**src/rtl/padwire_pkg.sv**
```systemverilog
`timescale 1ns/1ps
package padwire_pkg;

  localparam int UsW = 10;

  typedef enum logic [2:0] {
    ST_IDLE, ST_ARM, ST_SENSE, ST_PADHI, ST_PADLO, ST_DATA
  } txState_t;

  typedef enum logic [1:0] {
    SEG_SENSE, SEG_PAD, SEG_DATA
  } segKind_t;

  typedef struct packed {
    logic     arm;
    logic     segLoad;
    segKind_t segKind;
    logic     byteLoad;
    logic     bitShift;
  } dpCtl_t;

  function automatic logic [UsW-1:0] padUsOf(input logic [1:0] m);
    case (m)
      2'd1:    return 10'd92;
      2'd2:    return 10'd88;
      default: return 10'd116;
    endcase
  endfunction

  function automatic logic [UsW-1:0] dataUsOf(input logic [1:0] m);
    case (m)
      2'd1:    return 10'd40;
      2'd2:    return 10'd28;
      default: return 10'd44;
    endcase
  endfunction

  function automatic logic [15:0] lfsrStep(input logic [15:0] s);
    return {s[14:0], s[15] ^ s[13] ^ s[12] ^ s[10]};
  endfunction

endpackage

```
**src/rtl/padwire_dp.sv**
```systemverilog
`timescale 1ns/1ps
module padwire_dp
  import padwire_pkg::*;
#(
  parameter int CLKS_PER_US = 16
) (
  input  logic        clk,
  input  logic        rstN,
  input  dpCtl_t      ctl,
  input  logic [1:0]  modeSel,
  input  logic [15:0] seed,
  input  logic [7:0]  byteIn,
  input  logic        byteLast,
  output logic        segDone,
  output logic        txBit,
  output logic        lastBit,
  output logic        lastFlag
);

  localparam int PscW = (CLKS_PER_US > 1) ? $clog2(CLKS_PER_US) : 1;
  localparam logic [PscW-1:0] PscMax = PscW'(CLKS_PER_US - 1);

  logic [1:0]      modeQ;
  logic [15:0]     lfsrQ;
  logic [PscW-1:0] pscQ;
  logic [UsW-1:0]  usQ, lenQ;
  logic [7:0]      shQ;
  logic [2:0]      bitCntQ;
  logic            lastQ;

  logic [UsW-1:0]  padUs, dataUs, extraUs, newLen;
  logic [17:0]     extraProd;
  logic [15:0]     seedNz;
  logic            usTick;

  assign padUs     = padUsOf(modeQ);
  assign dataUs    = dataUsOf(modeQ);
  assign extraProd = 18'(lfsrQ[7:0]) * 18'(dataUs);
  assign extraUs   = extraProd[17:8];
  assign seedNz    = (seed == 16'd0) ? 16'd1 : seed;

  always_comb begin
    case (ctl.segKind)
      SEG_SENSE: newLen = padUs + UsW'(9) * dataUs + extraUs;
      SEG_PAD:   newLen = padUs;
      default:   newLen = dataUs;
    endcase
  end

  // attempt setup: latch timing set and draw the backoff value
  always_ff @(posedge clk) begin
    if (!rstN) begin
      modeQ <= 2'd0;
      lfsrQ <= 16'd1;
    end else if (ctl.arm) begin
      modeQ <= modeSel;
      lfsrQ <= lfsrStep(seedNz);
    end
  end

  // microsecond prescaler and segment timer
  assign usTick  = (pscQ == PscMax);
  assign segDone = usTick && (usQ == lenQ - UsW'(1));

  always_ff @(posedge clk) begin
    if (!rstN) begin
      pscQ <= '0;
      usQ  <= '0;
      lenQ <= UsW'(1);
    end else if (ctl.segLoad) begin
      pscQ <= '0;
      usQ  <= '0;
      lenQ <= newLen;
    end else if (usTick) begin
      pscQ <= '0;
      usQ  <= segDone ? '0 : usQ + UsW'(1);
    end else begin
      pscQ <= pscQ + PscW'(1);
    end
  end

  // byte shifter, LSB leaves first
  always_ff @(posedge clk) begin
    if (!rstN) begin
      shQ     <= 8'd0;
      bitCntQ <= 3'd0;
      lastQ   <= 1'b0;
    end else if (ctl.byteLoad) begin
      shQ     <= byteIn;
      bitCntQ <= 3'd0;
      lastQ   <= byteLast;
    end else if (ctl.bitShift) begin
      shQ     <= {1'b0, shQ[7:1]};
      bitCntQ <= bitCntQ + 3'd1;
    end
  end

  assign txBit    = shQ[0];
  assign lastBit  = (bitCntQ == 3'd7);
  assign lastFlag = lastQ;

  AST_TIMER_IN_RANGE: assert property (@(posedge clk) disable iff (!rstN)
    usQ < lenQ);
  AST_LEN_NONZERO: assert property (@(posedge clk) disable iff (!rstN)
    ctl.segLoad |=> lenQ != '0);
  AST_SHIFT_OUT: assert property (@(posedge clk) disable iff (!rstN)
    (ctl.bitShift && !ctl.byteLoad) |=> shQ[7] == 1'b0);

endmodule

```
**src/rtl/padwire_ctrl.sv**
```systemverilog
`timescale 1ns/1ps
module padwire_ctrl
  import padwire_pkg::*;
(
  input  logic   clk,
  input  logic   rstN,
  input  logic   startReq,
  input  logic   lineIn,
  input  logic   segDone,
  input  logic   txBit,
  input  logic   lastBit,
  input  logic   lastFlag,
  output dpCtl_t ctl,
  output logic   lineOut,
  output logic   lineOe,
  output logic   busy,
  output logic   collAvoid
);

  txState_t   stQ, stNext;
  logic [1:0] initQ, initNext;
  logic       collQ, collNext;

  always_comb begin
    stNext   = stQ;
    initNext = initQ;
    collNext = 1'b0;
    ctl      = '{arm: 1'b0, segLoad: 1'b0, segKind: SEG_DATA,
                 byteLoad: 1'b0, bitShift: 1'b0};
    case (stQ)
      ST_IDLE: if (startReq) begin
        ctl.arm = 1'b1;
        stNext  = ST_ARM;
      end
      ST_ARM: begin
        ctl.segLoad = 1'b1;
        ctl.segKind = SEG_SENSE;
        stNext      = ST_SENSE;
      end
      ST_SENSE: begin
        if (lineIn) begin
          collNext = 1'b1;
          stNext   = ST_IDLE;
        end else if (segDone) begin
          ctl.segLoad = 1'b1;
          ctl.segKind = SEG_PAD;
          initNext    = 2'd3;
          stNext      = ST_PADHI;
        end
      end
      ST_PADHI: if (segDone) begin
        ctl.segLoad = 1'b1;
        ctl.segKind = SEG_DATA;
        stNext      = ST_PADLO;
      end
      ST_PADLO: if (segDone) begin
        ctl.segLoad = 1'b1;
        if (initQ > 2'd1) begin
          ctl.segKind = SEG_PAD;
          initNext    = initQ - 2'd1;
          stNext      = ST_PADHI;
        end else if (initQ == 2'd1) begin
          ctl.segKind  = SEG_PAD;
          ctl.byteLoad = 1'b1;
          initNext     = 2'd0;
          stNext       = ST_PADHI;
        end else begin
          ctl.segKind = SEG_DATA;
          stNext      = ST_DATA;
        end
      end
      ST_DATA: if (segDone) begin
        ctl.bitShift = 1'b1;
        ctl.segLoad  = 1'b1;
        if (lastBit && lastFlag) begin
          stNext = ST_IDLE;
        end else if (lastBit) begin
          ctl.segKind  = SEG_PAD;
          ctl.byteLoad = 1'b1;
          stNext       = ST_PADHI;
        end else begin
          ctl.segKind = SEG_DATA;
        end
      end
      default: stNext = ST_IDLE;
    endcase
  end

  always_ff @(posedge clk) begin
    if (!rstN) begin
      stQ   <= ST_IDLE;
      initQ <= 2'd0;
      collQ <= 1'b0;
    end else begin
      stQ   <= stNext;
      initQ <= initNext;
      collQ <= collNext;
    end
  end

  assign lineOe    = (stQ == ST_PADHI) || (stQ == ST_PADLO) || (stQ == ST_DATA);
  assign lineOut   = (stQ == ST_PADHI) || ((stQ == ST_DATA) && txBit);
  assign busy      = (stQ != ST_IDLE);
  assign collAvoid = collQ;

  AST_ABORT_ON_CARRIER: assert property (@(posedge clk) disable iff (!rstN)
    (stQ == ST_SENSE && lineIn) |=> (collAvoid && !busy && !lineOe));
  AST_COLL_ONE_CYCLE: assert property (@(posedge clk) disable iff (!rstN)
    collAvoid |=> !collAvoid);
  AST_PAD_AFTER_TAKE: assert property (@(posedge clk) disable iff (!rstN)
    ctl.byteLoad |=> (lineOe && lineOut));
  AST_QUIET_BEFORE_DRIVE: assert property (@(posedge clk) disable iff (!rstN)
    $rose(lineOe) |-> $past(stQ == ST_SENSE && !lineIn));
  AST_START_FROM_IDLE: assert property (@(posedge clk) disable iff (!rstN)
    $rose(busy) |-> !lineOe);

endmodule

```
**src/rtl/padwire_tx.sv**
```systemverilog
`timescale 1ns/1ps
module padwire_tx
  import padwire_pkg::*;
#(
  parameter int CLKS_PER_US = 16
) (
  input  logic        clk,
  input  logic        rstN,
  input  logic [1:0]  modeSel,
  input  logic [15:0] seed,
  input  logic        startReq,
  input  logic [7:0]  byteIn,
  input  logic        byteLast,
  output logic        byteTake,
  input  logic        lineIn,
  output logic        lineOut,
  output logic        lineOe,
  output logic        busy,
  output logic        collAvoid
);

  dpCtl_t ctl;
  logic   segDone, txBit, lastBit, lastFlag;

  padwire_ctrl u_ctrl (
    .clk(clk), .rstN(rstN), .startReq(startReq), .lineIn(lineIn),
    .segDone(segDone), .txBit(txBit), .lastBit(lastBit), .lastFlag(lastFlag),
    .ctl(ctl), .lineOut(lineOut), .lineOe(lineOe), .busy(busy),
    .collAvoid(collAvoid)
  );

  padwire_dp #(.CLKS_PER_US(CLKS_PER_US)) u_dp (
    .clk(clk), .rstN(rstN), .ctl(ctl), .modeSel(modeSel), .seed(seed),
    .byteIn(byteIn), .byteLast(byteLast), .segDone(segDone), .txBit(txBit),
    .lastBit(lastBit), .lastFlag(lastFlag)
  );

  assign byteTake = ctl.byteLoad;

endmodule

```
**config.mk**
```make
export PLATFORM = sky130hd
export DESIGN_NAME = padwire_tx
export DESIGN_NICKNAME = d
export VERILOG_FILES = /design/src/rtl/padwire_pkg.sv /design/src/rtl/padwire_dp.sv /design/src/rtl/padwire_ctrl.sv /design/src/rtl/padwire_tx.sv
export SDC_FILE = /design/constraint.sdc
export NUM_CORES = 1
export LEC_CHECK = 0
export BUFFER_PORTS_ARGS = -buffer_cell sky130_fd_sc_hd__buf_2
export CORE_ASPECT_RATIO = 1.75
export CORE_MARGIN = 2
export CORE_UTILIZATION = 35
export DETAILED_ROUTE_END_ITERATION = 10
export HOLD_SLACK_MARGIN = 0.12
export SETUP_SLACK_MARGIN = 0.2
export SLEW_MARGIN = 20
export SYNTH_ARGS = -nofsm -noshare
export SYNTH_HDL_FRONTEND = slang
export SYNTH_SLANG_ARGS = --single-unit
```
**constraint.sdc**
```tcl
create_clock -name clk -period 8.4 [get_ports clk]
set_clock_uncertainty 0.1 [all_clocks]
set_input_delay 0 -clock clk [delete_from_list [all_inputs] [get_ports clk]]
set_output_delay 0 -clock clk [all_outputs]
set_load 0.02 [all_outputs]
```
==> results.md, run 1 <==
- Worst R2R Path Depth: 27
- Comb pwr share: 56.4%
- Routed length per instance: 14.33 microns
- Clock share of power: 16.7%
- Fin area: 4706 sq um
- Clk buf depth: 2
- Async SR Flop Fraction: 0%
- Startpoint Class: flop
- FF-to-FF setup slack: 1.79 ns
- Area contributors post-synth: dfxtp_1, ha_1, fa_1, xnor2_1, xor2_1
- Max Cap Viol: 0
- CTS Buf Count: 5
- Post-Syn Area: 4045 sq um
- Final min period: 6.610 ns
- Outcome: finished clean
- Hold path depth: 2
- Multi-input gate area: 2793 sq um
- Die X: 85.27 microns
- Post-CTS sizing: 0
- Yosys warns: 0
- FF+latch area: 1041 sq um
- Sequential area share after synthesis: 25.73%
- Reg-to-reg endpoint: u_dp.lenQ[9]
- Commonest non-fill, non-tap cell in the layout: dfxtp_1
- Vias: 3,358
- CP required: 8.50 ns
- Final period utilization: 78.69%
- Distinct cells, synth: 57
- Final WL: 9254 microns
- H-tree levels: 2
- Syn Area/Cell: 8.775 sq um
- Syn_nets: 548
- Largest area contributor in the netlist: dfxtp_1
- Die height: 146.2 microns
- Fill cell total of the finished layout: 1,178
- Post-synth EDFFs: 0
- Fin Hold WS: 0.1365 ns
- GP Congestion: 0.7748
- Worst IR drop on VDD: 0.1090 mV
- Layout Cells excl Fill: 646
- Setup WS pre-CTS: 1.781 ns
- Hold Fails Final Rpt: 0
- Pwr dens: 276.1 nW/um^2
- Commonest cells after routing, fill and taps aside: dfxtp_1, ha_1, nor2_1
- Final net count: 597
- Gr ovfl total: 0
- Clock transition at path regs: 0.08 ns
- Max Slew Vio Count: 0
- Placed cells: 614
- DRC: 0
- Fraction of layout cells with a size suffix above 1: 11.55%
- Hold endpoint: u_dp.lfsrQ[0]
- Switching share of power: 44.88%
- Vias in the first global route: 3,524
- Initial antenna violation count: 0
- Final Util: 41.09%
- CP arrival: 6.71 ns
- Hold path startpoint: rstN
- Port bufs: 35
- ANT nets after route: 0
- Placeable Area: 11,450 sq um
- Layout overhead on the synthesized area: 16.33%
- Full die area: 12,470 sq um
- 1st-iter DRT viols: 106
- Actual slew at the worst max-slew pin: 0.7746 ns
- Slew headroom: 48.25%
- Synth top area share: 25.73%
- Global Route Usage Sum: 15.43%
- F_max: 0.1513 GHz
- Setup WS post-layout: 1.790 ns
- RR Startpoint: u_dp.modeQ[0]
- Power consumption: 1.299 mW
- Reg power frac: 26.8%
- First-pass GRT wire length: 15,810 microns
- NetSw: 0.5831 mW
- Hold WC Path Type: input port to flop
- Largest net degree at the start of global routing: 43
- Via/cell ratio: 5.198
- Cells after Synth: 461
- Clock latency at the later pin of the worst-skew pair: 0.30 ns
- Hpwl dp: 7156 microns
- Core Rows: 52
- Worst Setup End Kind: flop
- Main flop type after synthesis: dfxtp_1
- RSZ-0062 raised after global routing: no
- # setup viols final: 0
- Placed instance area: 4310 sq um
- Number of I/O pins: 36
- Initial Utilization: 35.33%
- Clock sink count: 52
- Flops & latches, synth: 52
- Leakage Power: 2.037 nW
- P_int: 0.7161 mW
- N_diodes: 0
- Kind of critical path: flop to flop
- CTS tree: yes
- CP Max Fanout: 9
- CTS root buf: clkbuf_16
- TritonRoute pass-1 iters: 4
- Setup TNS: 0 ns
## cell families after synthesis
| logic type | share of synthesized area (%) |
|---|---|
| compound gates | 14.82 |
| fa+ha+maj | 20.29 |
| mux | 3.990 |
| simple gates | 21.65 |
| xor+xnor | 8.228 |
| buf+inv | 5.289 |
| flops | 25.73 |
## routing by layer
layer	track usage, %	vias to the layer above	share of wire [%]
met2	30.66	59	57
met4	6.032	0	2.8
met1	15.63	1589	38
met3	1.865	14	2.1
met5	0	-	0
li1	-	1696	-
## state kept, by name, summed over array words and instances (netlist names)
signal,count
u_dp.pscQ,4
u_dp.lastFlag,1
u_dp.usQ,10
u_dp.shQ,8
u_dp.lfsrQ,8
u_ctrl.initQ,2
u_dp.lenQ,10
u_ctrl.stQ,3
u_dp.bitCntQ,3
u_ctrl.collAvoid,1
u_dp.modeQ,2
## power groups by stage
stage | clock (mW) | sequential [mW] | combinational, mW
floorplan | 0 | 0.326 | 0.575
global placement | 0 | 0.352 | 0.701
detailed placement | 0 | 0.354 | 0.723
CTS | 0.222 | 0.348 | 0.743
global route | 0.231 | 0.355 | 0.825
finish | 0.217 | 0.348 | 0.733
## area by class of cell
class	instances	area share, %
Tap cell	135	3.589
Clock inverter	3	0.5850
Clock buffer	5	2.659
Timing Repair Buffer	59	8.827
Multi-Input combinational cell	356	59.35
Inverter	36	2.872
Sequential cell	52	22.12
## worst max path at each step
stage,from,end,slack [ns],depth (start not counted)
6_report,u_dp.modeQ[0],u_dp.lenQ[9],1.79,27
5_1_grt,u_dp.modeQ[0],u_dp.lenQ[9],1.26,27
4_1_cts,u_dp.modeQ[0],u_dp.lenQ[9],1.75,27
3_5_place_dp,u_dp.modeQ[0],u_dp.lenQ[9],1.78,27
3_3_place_gp,u_dp.modeQ[0],u_dp.lenQ[9],1.93,27
2_1_floorplan,u_dp.modeQ[0],u_dp.lenQ[9],2.24,28
## cells in the mapped netlist (5+ instances only)
master	number
dfxtp_1	52
ha_1	40
nor2_1	38
inv_1	36
nand2_1	27
a21oi_1	26
nand3_1	21
nor2b_1	19
xnor2_1	19
xor2_1	19
o21ai_0	17
fa_1	16
mux2i_1	15
clkbuf_1	10
nand2b_1	7
a22oi_1	6
a31oi_1	6
and2_1	6
buf_2	6
nor3_1	6
a32o_1	5
and3_1	5
nand4_1	5
nor3b_1	5
## timing repair
item,in CTS,in global routing
buffers inserted,0,0
hold endpoints to repair,23,0
hold buffers,24,0
## critical path, cell delays in order (launching register included)
cell and delay [ns]:
dfxtp_1 0.41, inv_1 0.10, ha_1 0.32, inv_1 0.22, nand2_1 0.11, fa_1 0.51, inv_1 0.06, fa_1 0.42
ha_1 0.29, ha_1 0.29, nand4_1 0.08, o2111ai_1 0.26, a21oi_1 0.15, o21bai_1 0.22, a21oi_1 0.14, o21bai_1 0.16
xor2_1 0.32, xnor2_1 0.13, ha_1 0.28, inv_1 0.05, fa_1 0.58, inv_1 0.06, ha_1 0.30, a21o_1 0.16
a21o_1 0.21, a211oi_1 0.24, a31oi_1 0.07, a32o_1 0.25
Power figures use the tool's default switching activity.
==> run 2, diff against run 1 <==
ABC_AREA = 1   (was not set)
clock period = 6 ns   (was 8.4 ns; I/O delays follow)
==> run 2 against run 1 <==
Clock power increased by 42%. Flip-flop and latch count unchanged. Clock-buffer cell count unchanged. Critical path type unchanged.
==> results.md, run 2 <==
- Outcome: finished clean (unchanged)
- Met3 wire length: 246 microns (was 192 microns)
- Initial Utilization: 35.52% (was 35.33%)
- Clock latency at the later pin of the worst-skew pair: 0.30 ns (about the same)
- CTS root buf: clkbuf_16 (unchanged)
- Largest net degree at the start of global routing: 20 (was 43)
- CP Buf/Inv Count: 5 (unchanged)
- Gr ovfl total: 0 (unchanged)
- Post-Syn Area: 4217 sq um (was 4045 sq um)
- Post-synth EDFFs: 0 (unchanged)
- Final net count: 753 (was 597)
- Max Cap Viol: 0 (unchanged)
- Via/cell ratio: 4.909 (was 5.198)
- Max Used Layer: met4 (unchanged)
- NetSw: 0.8996 mW (was 0.5831 mW)
- 1st-iter DRT viols: 120 (was 106)
- CP required: 6.10 ns (was 8.50 ns)
- # setup viols final: 0 (unchanged)
- CP delay by family, top: adder cells (unchanged)
- Hpwl dp: 8030 microns (was 7156 microns)
- Clock transition at path regs: 0.08 ns (about the same)
- CTS Buf Count: 5 (unchanged)
- Fraction of layout cells with a size suffix above 1: 13.34% (was 11.55%)
- First-pass GRT wire length: 17,580 microns (was 15,810 microns)
- Initial antenna violation count: 0 (unchanged)
- TritonRoute pass-1 iters: 4 (unchanged)
- Flops & latches, synth: 52 (unchanged)
- Core Rows: 53 (was 52)
- Fin area: 5049 sq um (was 4706 sq um)
- Vias in the first global route: 4,081 (was 3,524)
- Worst R2R Path Depth: 27 (unchanged)
- Layout overhead on the synthesized area: 19.73% (was 16.33%)
- Routed length per instance: 12.73 microns (was 14.33 microns)
- Number of I/O pins: 36 (unchanged)
- Final WL: 10,240 microns (was 9254 microns)
- GP Congestion: 0.8721 (was 0.7748)
- Pwr dens: 376.7 nW/um^2 (was 276.1 nW/um^2)
- DRC: 0 (unchanged)
- Switching share of power: 47.30% (was 44.88%)
- Count leader, synth: nand2_1 (was dfxtp_1)
- Commonest cells post-synth: nand2_1, inv_1, nor2_1 (was dfxtp_1, ha_1, nor2_1)
- Metal-1 WL: 3795 microns (was 3503 microns)
- N_diodes: 0 (unchanged)
- Hold path depth: 1 (was 2)
- Yosys warns: 0 (unchanged)
- Placed instance area: 4531 sq um (was 4310 sq um)
- Global Route Usage Sum: 16.79% (was 15.43%)
- Setup TNS: 0 ns (unchanged)
- Leakage Power: 2.465 nW (was 2.037 nW)
- Syn_nets: 686 (was 548)
- Reg power frac: 24.0% (was 26.8%)
- Critical Path Slowest Stage Cell: fa_2 (was fa_1)
- CP arrival: 5.55 ns (was 6.71 ns)
- Power consumption: 1.902 mW (was 1.299 mW)
- Hold WC Path Type: flop to flop (was input port to flop)
- Async SR Flop Fraction: 0% (unchanged)
- Main flop type after synthesis: dfxtp_1 (unchanged)
- RSZ-0062 raised after global routing: no (unchanged)
- Sequential area share after synthesis: 24.69% (was 25.73%)
- Slew headroom: 55.69% (was 48.25%)
- Worst IR drop on VDD: 0.1771 mV (was 0.1090 mV)
- Max Slew Vio Count: 0 (unchanged)
- Worst Setup End Kind: flop (unchanged)
- Port bufs: 35 (unchanged)
- Syn Area/Cell: 7.039 sq um (was 8.775 sq um)
- Commonest cells after routing, fill and taps aside: nand2_1, inv_1, nor2_1 (was dfxtp_1, ha_1, nor2_1)
- Layout Cells excl Fill: 804 (was 646)
- Startpoint Class: flop (unchanged)
- H-tree levels: 2 (unchanged)
- CP Max Fanout: 6 (was 9)
- ANT nets after route: 0 (unchanged)
- Final period utilization: 90.83% (was 78.69%)
- Distinct cells, synth: 42 (was 57)
- Die X: 86.97 microns (was 85.27 microns)
- Final min period: 5.450 ns (was 6.610 ns)
- F_max: 0.1835 GHz (was 0.1513 GHz)
- Kind of critical path: flop to flop (unchanged)
- Commonest non-fill, non-tap cell in the layout: nand2_1 (was dfxtp_1)
- Placeable Area: 11,870 sq um (was 11,450 sq um)
- Full die area: 12,980 sq um (was 12,470 sq um)
- Comb pwr share: 59.8% (was 56.4%)
- CTS tree: yes (unchanged)
- Fill cell total of the finished layout: 1,217 (was 1,178)
- Area contributors post-synth: dfxtp_1, ha_1, nand2_1, inv_1, fa_1 (was dfxtp_1, ha_1, fa_1, xnor2_1, xor2_1)
- Largest regs: u_dp.lenQ: 10 flops, u_dp.usQ: 10 flops (unchanged)
- Max incr delay on CP: 0.59 ns (was 0.58 ns)
- P_int: 1.002 mW (was 0.7161 mW)
- Largest area contributor in the netlist: dfxtp_1 (unchanged)
- Hold Fails Final Rpt: 0 (unchanged)
- Placed cells: 764 (was 614)
- Cells after Synth: 599 (was 461)
- Clock share of power: 16.2% (was 16.7%)
- Vias: 3,947 (was 3,358)
- Die height: 149.2 microns (was 146.2 microns)
- Synth top area share: 24.69% (was 25.73%)
- WP depth: 27 (unchanged)
- Actual slew at the worst max-slew pin: 0.6622 ns (was 0.7746 ns)
- Clock sink count: 52 (unchanged)
- Routed wl met2: 6034 microns (was 5302 microns)
- Clk buf depth: 2 (unchanged)
## run 2: cell count changes after synthesis, moves of 7 or more
cell / previous run / this run
inv_1: 36 / 101
nor2_1: 38 / 57
nand3_1: 21 / 45
nand2_2: 0 / 8
nand2_1: 27 / 133
nand2b_1: 7 / 0
nor2b_1: 19 / 0
xnor2_1: 19 / 10
mux2i_1: 15 / 0
## run 2: final cells by class
| type | count | area, sq um | share of cell area, % |
|---|---|---|---|
| clock buffers | 5 | 125.1 | 2.478 |
| repair buffers | 69 | 510.5 | 10.11 |
| multi-input cells | 429 | 2760 | 54.67 |
| inverters | 109 | 409.1 | 8.104 |
| well taps | 137 | 171.4 | 3.395 |
| flip-flops and latches | 52 | 1045 | 20.69 |
| clock inverters | 3 | 27.53 | 0.5452 |
## run 2: logic make-up after synthesis
| family | count (synthesis) | synth area share [%] |
|---|---|---|
| AOI/OAI and AO/OA | 70 | 9.911 |
| and+or+nand+nor | 280 | 30.33 |
| buffers and inverters | 118 | 10.83 |
| adders and majority gates | 56 | 19.47 |
| xor gates and xnor gates | 23 | 4.777 |
| DFF | 52 | 24.69 |
## run 2: power by group through the flow
stage / clock network (mW) / registers, mW / logic [mW]
after floorplan: 0 / 0.447 / 0.842
after global placement: 0 / 0.459 / 1.07
after detailed placement: 0 / 0.461 / 1.09
after CTS: 0.313 / 0.453 / 1.12
after global routing: 0.324 / 0.467 / 1.30
final: 0.308 / 0.456 / 1.14
## run 2: path summary, 6_finish.rpt
| path | start | end | slack (ns) |
|---|---|---|---|
| setup reg to reg | u_dp.modeQ[0] | u_dp.lenQ[9] | 0.55 |
| hold reg to reg | u_dp.pscQ[0] | u_dp.pscQ[0] | 0.35 |
| hold / removal | u_dp.pscQ[0] | u_dp.pscQ[0] | 0.35 |
| setup / recovery | u_dp.modeQ[0] | u_dp.lenQ[9] | 0.55 |
## run 2: per-layer routing
metal  global-route usage (%)  vias to the layer above
li1                         -                     2028
met1                    16.17                     1844
met2                    34.96                       61
met3                    2.158                       14
met4                    4.844                        0
met5                        0                        -
## run 2: worst register-to-register path, cell delays in order (launching register included)
cell      delay, ns
dfxtp_4        0.37
inv_2          0.11
ha_4           0.18
buf_4          0.17
nand2_1        0.06
inv_1          0.07
fa_1           0.43
fa_1           0.44
ha_1           0.29
ha_1           0.36
nand2_1        0.09
a21oi_1        0.06
a211oi_1       0.23
nand2_1        0.14
xor2_2         0.18
xnor2_1        0.13
ha_1           0.28
inv_1          0.05
fa_2           0.60
inv_1          0.05
ha_1           0.28
nand3_1        0.10
nand3_1        0.09
nand2_1        0.11
nand3_1        0.08
o21ai_0        0.07
nor2_1         0.06
a22o_1         0.19
## run 2: timing repair
| action | 4_1_cts | 5_1_grt |
|---|---|---|
| gates resized for setup | 1 | 11 |
| setup endpoints to repair | 1 | 5 |
| pin swaps | 0 | 0 |
| buffers inserted | 0 | 0 |
| hold endpoints to repair | 29 | 0 |
| hold buffers | 32 | 0 |
## run 2: per-stage QoR
stage	util, %	setup WS [ns]	hold WS, ns
after detailed placement	38.17	0.1877	0.1515
after global placement	38.17	0.3627	0.1437
after CTS	42.22	0.2278	0.3525
after floorplan	-	0.4780	0.04903
final	42.53	0.5504	0.3467
after global routing	42.53	0.2075	0.3834
